<file path="src/rtl/i2c_irq_pkg.sv">
package i2c_irq_pkg;
  localparam int NUM_SRC   = 12;
  localparam int ABORT_W   = 13;
  // causes that follow a level and are never latched
  localparam logic [NUM_SRC-1:0] LEVEL_MAP = 12'h014;
  localparam logic [NUM_SRC-1:0] MASK_RESET = 12'h254;
  // abort-reason positions that exist (6 and 8 are holes)
  localparam logic [ABORT_W-1:0] ABORT_DEFINED = 13'h1EBF;
  localparam int SRC_TX_ABORT = 6;
  // register word addresses
  localparam int A_RAW     = 0;
  localparam int A_MASK    = 1;
  localparam int A_MSTAT   = 2;
  localparam int A_ABORT   = 3;
  localparam int A_CLR_ALL = 4;
  localparam int A_CLR_BASE = 16;
endpackage

</file>
<file path="src/rtl/irq_raw_bank.sv">
module irq_raw_bank #(
  parameter int N = 12,
  parameter logic [N-1:0] LEVEL = '0
) (
  input  logic         clk,
  input  logic         rst,
  input  logic [N-1:0] src_in,
  input  logic [N-1:0] clr_vec,
  output logic [N-1:0] raw_q
);
  for (genvar i = 0; i < N; i++) begin : g_bit
    logic bit_q;
    logic bit_d;
    // a set in the same cycle as a clear wins
    always_comb begin
      if (LEVEL[i]) bit_d = src_in[i];
      else          bit_d = src_in[i] | (bit_q & ~clr_vec[i]);
    end
    always_ff @(posedge clk) begin
      if (rst) bit_q <= 1'b0;
      else     bit_q <= bit_d;
    end
    assign raw_q[i] = bit_q;
  end
endmodule

</file>
<file path="src/rtl/abort_reason_latch.sv">
module abort_reason_latch #(
  parameter int W = 13,
  parameter logic [W-1:0] DEFINED = '1
) (
  input  logic         clk,
  input  logic         rst,
  input  logic [W-1:0] set_in,
  input  logic         clr,
  output logic [W-1:0] reason_q
);
  logic [W-1:0] keep;
  assign keep = clr ? '0 : reason_q;

  always_ff @(posedge clk) begin
    if (rst) reason_q <= '0;
    else     reason_q <= (set_in & DEFINED) | keep;
  end
endmodule

</file>
<file path="src/rtl/irq_reg_port.sv">
module irq_reg_port
  import i2c_irq_pkg::*;
#(
  parameter int ADDR_W = 6,
  parameter int DATA_W = 32,
  parameter int N = NUM_SRC,
  parameter int W = ABORT_W
) (
  input  logic              clk,
  input  logic              rst,
  input  logic              req_valid,
  input  logic              req_write,
  input  logic [ADDR_W-1:0] req_addr,
  input  logic [DATA_W-1:0] req_wdata,
  input  logic [N-1:0]      raw,
  input  logic [N-1:0]      masked,
  input  logic [W-1:0]      reason,
  output logic [N-1:0]      mask_q,
  output logic [N-1:0]      clr_vec,
  output logic              reason_clr,
  output logic              rd_valid,
  output logic [DATA_W-1:0] rd_data
);
  logic rd_fire, wr_fire, clr_all;
  logic [DATA_W-1:0] rd_next;

  assign rd_fire = req_valid & ~req_write;
  assign wr_fire = req_valid &  req_write;
  assign clr_all = rd_fire && (req_addr == ADDR_W'(A_CLR_ALL));

  for (genvar i = 0; i < N; i++) begin : g_clr
    assign clr_vec[i] = clr_all ||
                        (rd_fire && (req_addr == ADDR_W'(A_CLR_BASE + i)));
  end
  assign reason_clr = clr_vec[SRC_TX_ABORT];

  always_ff @(posedge clk) begin
    if (rst) mask_q <= MASK_RESET;
    else if (wr_fire && (req_addr == ADDR_W'(A_MASK))) mask_q <= req_wdata[N-1:0];
  end

  always_comb begin
    rd_next = '0;
    if      (req_addr == ADDR_W'(A_RAW))     rd_next = DATA_W'(raw);
    else if (req_addr == ADDR_W'(A_MASK))    rd_next = DATA_W'(mask_q);
    else if (req_addr == ADDR_W'(A_MSTAT))   rd_next = DATA_W'(masked);
    else if (req_addr == ADDR_W'(A_ABORT))   rd_next = DATA_W'(reason);
    else if (req_addr == ADDR_W'(A_CLR_ALL)) rd_next = DATA_W'(raw);
    else begin
      for (int i = 0; i < N; i++)
        if (req_addr == ADDR_W'(A_CLR_BASE + i)) rd_next = DATA_W'(raw[i]);
    end
  end

  always_ff @(posedge clk) begin
    if (rst) begin
      rd_valid <= 1'b0;
      rd_data  <= '0;
    end else begin
      rd_valid <= rd_fire;
      if (rd_fire) rd_data <= rd_next;
    end
  end
endmodule

</file>
<file path="src/rtl/irq_line_reg.sv">
module irq_line_reg #(
  parameter int N = 12
) (
  input  logic         clk,
  input  logic         rst,
  input  logic [N-1:0] raw,
  input  logic [N-1:0] mask,
  output logic [N-1:0] masked,
  output logic         irq_q
);
  assign masked = raw & mask;
  always_ff @(posedge clk) begin
    if (rst) irq_q <= 1'b0;
    else     irq_q <= |masked;
  end
endmodule

</file>
<file path="src/rtl/i2c_irq_stat.sv">
module i2c_irq_stat
  import i2c_irq_pkg::*;
#(
  parameter int ADDR_W = 6,
  parameter int DATA_W = 32
) (
  input  logic              clk,
  input  logic              rst,
  input  logic              req_valid,
  input  logic              req_write,
  input  logic [ADDR_W-1:0] req_addr,
  input  logic [DATA_W-1:0] req_wdata,
  output logic              rd_valid,
  output logic [DATA_W-1:0] rd_data,
  input  logic [NUM_SRC-1:0] src_in,
  input  logic [ABORT_W-1:0] abort_in,
  output logic              irq
);
  logic [NUM_SRC-1:0] raw_q, mask_q, masked, clr_vec;
  logic [ABORT_W-1:0] abort_q;
  logic               reason_clr;

  irq_raw_bank #(.N(NUM_SRC), .LEVEL(LEVEL_MAP)) u_bank (
    .clk(clk), .rst(rst), .src_in(src_in), .clr_vec(clr_vec), .raw_q(raw_q)
  );

  abort_reason_latch #(.W(ABORT_W), .DEFINED(ABORT_DEFINED)) u_abort (
    .clk(clk), .rst(rst), .set_in(abort_in), .clr(reason_clr), .reason_q(abort_q)
  );

  irq_reg_port #(.ADDR_W(ADDR_W), .DATA_W(DATA_W), .N(NUM_SRC), .W(ABORT_W)) u_port (
    .clk(clk), .rst(rst),
    .req_valid(req_valid), .req_write(req_write),
    .req_addr(req_addr), .req_wdata(req_wdata),
    .raw(raw_q), .masked(masked), .reason(abort_q),
    .mask_q(mask_q), .clr_vec(clr_vec), .reason_clr(reason_clr),
    .rd_valid(rd_valid), .rd_data(rd_data)
  );

  irq_line_reg #(.N(NUM_SRC)) u_line (
    .clk(clk), .rst(rst), .raw(raw_q), .mask(mask_q),
    .masked(masked), .irq_q(irq)
  );
endmodule

</file>
<file path="config.mk">
export PLATFORM = sky130hd
export DESIGN_NAME = i2c_irq_stat
export DESIGN_NICKNAME = d
export VERILOG_FILES = /design/src/rtl/i2c_irq_pkg.sv /design/src/rtl/irq_raw_bank.sv /design/src/rtl/abort_reason_latch.sv /design/src/rtl/irq_reg_port.sv /design/src/rtl/irq_line_reg.sv /design/src/rtl/i2c_irq_stat.sv
export SDC_FILE = /design/constraint.sdc
export NUM_CORES = 1
export LEC_CHECK = 0
export ABC_AREA = 1
export BUFFER_PORTS_ARGS = -buffer_cell sky130_fd_sc_hd__buf_2
export CAP_MARGIN = 10
export CORE_MARGIN = 8
export CORE_UTILIZATION = 50
export DETAILED_ROUTE_END_ITERATION = 6
export GPL_TIMING_DRIVEN = 1
export HOLD_SLACK_MARGIN = 0.05
export PLACE_DENSITY_LB_ADDON = 0.05
export SLEW_MARGIN = 10
export SYNTH_ARGS = -nofsm -noshare
export SYNTH_HDL_FRONTEND = slang
export SYNTH_HIERARCHICAL = 1
export SYNTH_SLANG_ARGS = --single-unit
</file>
<file path="constraint.sdc">
create_clock -name clk -period 2.15 [get_ports clk]
set_clock_uncertainty 0.15 [all_clocks]
set_input_delay 0.43 -clock clk [delete_from_list [all_inputs] [get_ports clk]]
set_output_delay 0.43 -clock clk [all_outputs]
set_load 0.02 [all_outputs]
</file>
==> impl_summary.txt <==
----------------------------------------------------
[Outcome]
  Status ... completed

[Pwr]
  Internal power summed over all cells ... 1.395 mW
  Overall Power ... 1.900 mW
  Worst vdd rail ir drop ... 0.0004153 V
  Net Sw Frac ... 26.61%
  Relative contribution of the clock network to total power ... 34.7%
  Power density over the cells ... 590.3 nW/um2
  Sw power ... 505.6 uW
  P_leak ... 1.604 nW
  Relative contribution of combinational cells to total power ... 12.9%
  Sequential cell fraction of total power ... 52.4%

[Placement]
  RePlAce Congestion ... 0.8928
  DP HPWL ... 5933 um
  Number of instances in the placed design ... 548
  Post-Place Worst Slack ... 0.1540 ns
  Input/output buffers ... 59

[Route]
  Via count ... 2727
  Top Layer Used ... met4
  Vias per std cell ... 4.905
  Detailed route wirelength on metal3 ... 561 um
  DRT met1 WL ... 3164 um
  Router iterations before antenna repair ... 5
  Number of routed nets with antenna violations ... 0
  Post-detailed-routing wire length ... 7553 um
  DRC violations left ... 0
  Initial DRC Count ... 177
  Routed wire length on met2 ... 3710 um
  Detailed-route wire length per cell ... 13.58 um

[STA]
  Number of endpoints with negative hold slack in the final report ... 0
  Slew Viols, Final ... 0
  Final total negative setup slack ... 0 ns
  Unrepaired setup endpoints after global routing ... no
  Minimum clock period after layout ... 1.689 ns
  Maximum operating frequency ... 592.2 MHz
  Setup ws final ... 0.4613 ns
  Period Utilization, post-route ... 78.54%
  Setup violations, final ... 0

[Floorplan]
  Core Area ... 5574 um2
  I/O pin count ... 101
  Floorplan die width ... 92.31 um
  Y dimension of the die ... 92.31 um
  Area enclosed by the die boundary ... 8521 um2
  Starting density of the core ... 52.23%
  Standard-cell row count ... 27

[Clock tree]
  Clock slew at the register clock pins of the worst setup and hold paths ... 0.09 ns
  Number of H-tree levels ... 2
  Insertion delay of the later-clocked pin in the worst-skew pair ... 0.31 ns
  Quantity of hold-fixing buffers added after cts ... 0
  Number of buffers created by CTS ... 5
  Clk sinks ... 50
  Post-cts resize count ... 0
  Cell chosen for the clock root ... sky130_fd_sc_hd__clkbuf_8
  TritonCTS clock tree ... done
  Max Buffers Root-to-Sink ... 2
  Number of buffers inserted by post-CTS setup repair ... 0

[Cells and area]
  Share of post-route cells with drive strength above 1 ... 21.69%
  Number of nets in the final layout ... 550
  ANT cells ... 0
  End-of-flow core utilization ... 57.76%
  Layout area overhead ... 10.57%
  Final non-filler cell total ... 556

[Critical path]
  R2r endpoint ... u_port/rd_data[0]
  CP Max Fanout ... 5
  Worst reg-to-reg setup slack ... 0.63 ns
  Worst flop-to-flop path startpoint ... u_bank/g_bit[0].bit_q
  Number of cells on the worst reg-to-reg path ... 12
  Crit Path Category ... in -> reg
  Start point of the critical path ... req_addr[5]
  CP Data Required Time ... 2.24 ns
  Worst setup endpoint ... u_port/rd_data[0]
  Startpoint kind of the worst setup timing path ... primary input
  Critical path capture point type ... flop
  Crit path arrival time ... 1.78 ns

[GRT]
  Maximum number of pins on one net before global-route repair ... 25
  Global-route wire length before repair ... 12560 um
  Overflow left after global routing ... 0
  Vias in the first global route ... 2706
  GRT Util Overall ... 18.11%
  Antenna violations before repair ... 0

[Hold path]
  Class of the tightest hold or removal check ... in -> reg

[Logic synthesis]
  Yosys warning count ... 6
  Number of instances in the synthesized netlist ... 434
  Syn avg cell area ... 6.709 um2
  Synthesized area ... 2912 um2

[Job]
  Max Cap Viol ... 0

----------------------------------------------------
[cell type report]
class	instances	area [um2]
fill	626	2355
clock buffer	6	72.57
timing repair buffer	71	385.4
tap	72	90.09
inverter	73	274.0
sequential	50	1001
clock inverter	2	37.54
multi-input combinational	282	1359
[flip-flops by register name (all words and copies together), names as in the netlist]
name and flops:
u_port/rd_data 13, u_port/mask_q 12, u_port/rd_valid 1, u_abort/reason_q 11, u_line/irq_q 1, u_bank/g_bit.bit_q 12
[power groups by stage]
stage               logic (mW)  clock network (mW)  registers, mW
global route             0.274               0.711           1.00
detailed placement       0.244                   0           1.02
floorplan                0.207                   0           1.01
global placement         0.239                   0           1.02
finish                   0.245               0.659          0.996
CTS                      0.245               0.677          0.997
[how the worst min path moves through the flow]
stage / start / end / slack, ns / cells after the start
floorplan: u_bank/g_bit[11].bit_q / u_bank/g_bit[11].bit_q / 0.28 / 2
global placement: u_port/rd_data[8] / u_port/rd_data[8] / 0.30 / 2
detailed placement: u_port/rd_data[10] / u_port/rd_data[10] / 0.30 / 2
CTS: src_in[2] / u_bank/g_bit[2].bit_q / 0.16 / 3
global route: req_wdata[9] / u_port/mask_q[9] / 0.17 / 3
finish: src_in[2] / u_bank/g_bit[2].bit_q / 0.17 / 3
[stage by stage]
stage	hold WS, ns	area, um2
after floorplan	0.2831	2983
after global placement	0.3022	3109
after detailed placement	0.3028	3109
after CTS	0.1637	3219
after global routing	0.1702	3219
final	0.1687	3219
[routing by layer]
layer / GRT usage, % / up-vias
met1: 22.04 / 1232
li1: - / 1402
met5: 0 / -
met3: 3.713 / 8
met2: 30.93 / 85
met4: 6.309 / 0
[cell usage in the layout, fill, tap and decap left out, types with 2 or more instances in the layout]
master	count
sky130_fd_sc_hd__buf_2	59
sky130_fd_sc_hd__inv_1	66
sky130_fd_sc_hd__clkbuf_8	5
sky130_fd_sc_hd__a21oi_1	50
sky130_fd_sc_hd__o21ai_0	14
sky130_fd_sc_hd__buf_4	12
sky130_fd_sc_hd__o21a_1	4
sky130_fd_sc_hd__nand2_2	3
sky130_fd_sc_hd__a22oi_2	2
sky130_fd_sc_hd__nand3_1	15
sky130_fd_sc_hd__o211ai_1	2
sky130_fd_sc_hd__o21ai_1	4
sky130_fd_sc_hd__o2111ai_1	2
sky130_fd_sc_hd__a21oi_2	2
sky130_fd_sc_hd__dfxtp_1	50
sky130_fd_sc_hd__conb_1	21
sky130_fd_sc_hd__nor2_2	4
sky130_fd_sc_hd__nor2_4	7
sky130_fd_sc_hd__nand4_1	3
sky130_fd_sc_hd__o21ai_2	2
sky130_fd_sc_hd__a31oi_1	5
sky130_fd_sc_hd__inv_2	6
sky130_fd_sc_hd__a22oi_1	5
sky130_fd_sc_hd__nor2_1	33
sky130_fd_sc_hd__nand2_1	102
[worst max-delay path, stage by stage]
cell and delay, ns:
sky130_fd_sc_hd__buf_2 0.11, sky130_fd_sc_hd__inv_1 0.05, sky130_fd_sc_hd__nand2_1 0.12, sky130_fd_sc_hd__nor2_4 0.20
sky130_fd_sc_hd__nand2_1 0.11, sky130_fd_sc_hd__o21ai_0 0.18, sky130_fd_sc_hd__inv_1 0.06, sky130_fd_sc_hd__nand4_1 0.09
sky130_fd_sc_hd__nand2_1 0.06, sky130_fd_sc_hd__nand3_1 0.07, sky130_fd_sc_hd__nand2_1 0.06, sky130_fd_sc_hd__nand3_1 0.06
sky130_fd_sc_hd__nand2_1 0.07, sky130_fd_sc_hd__a21oi_2 0.10
No activity file was read; power rests on OpenSTA's default activity.
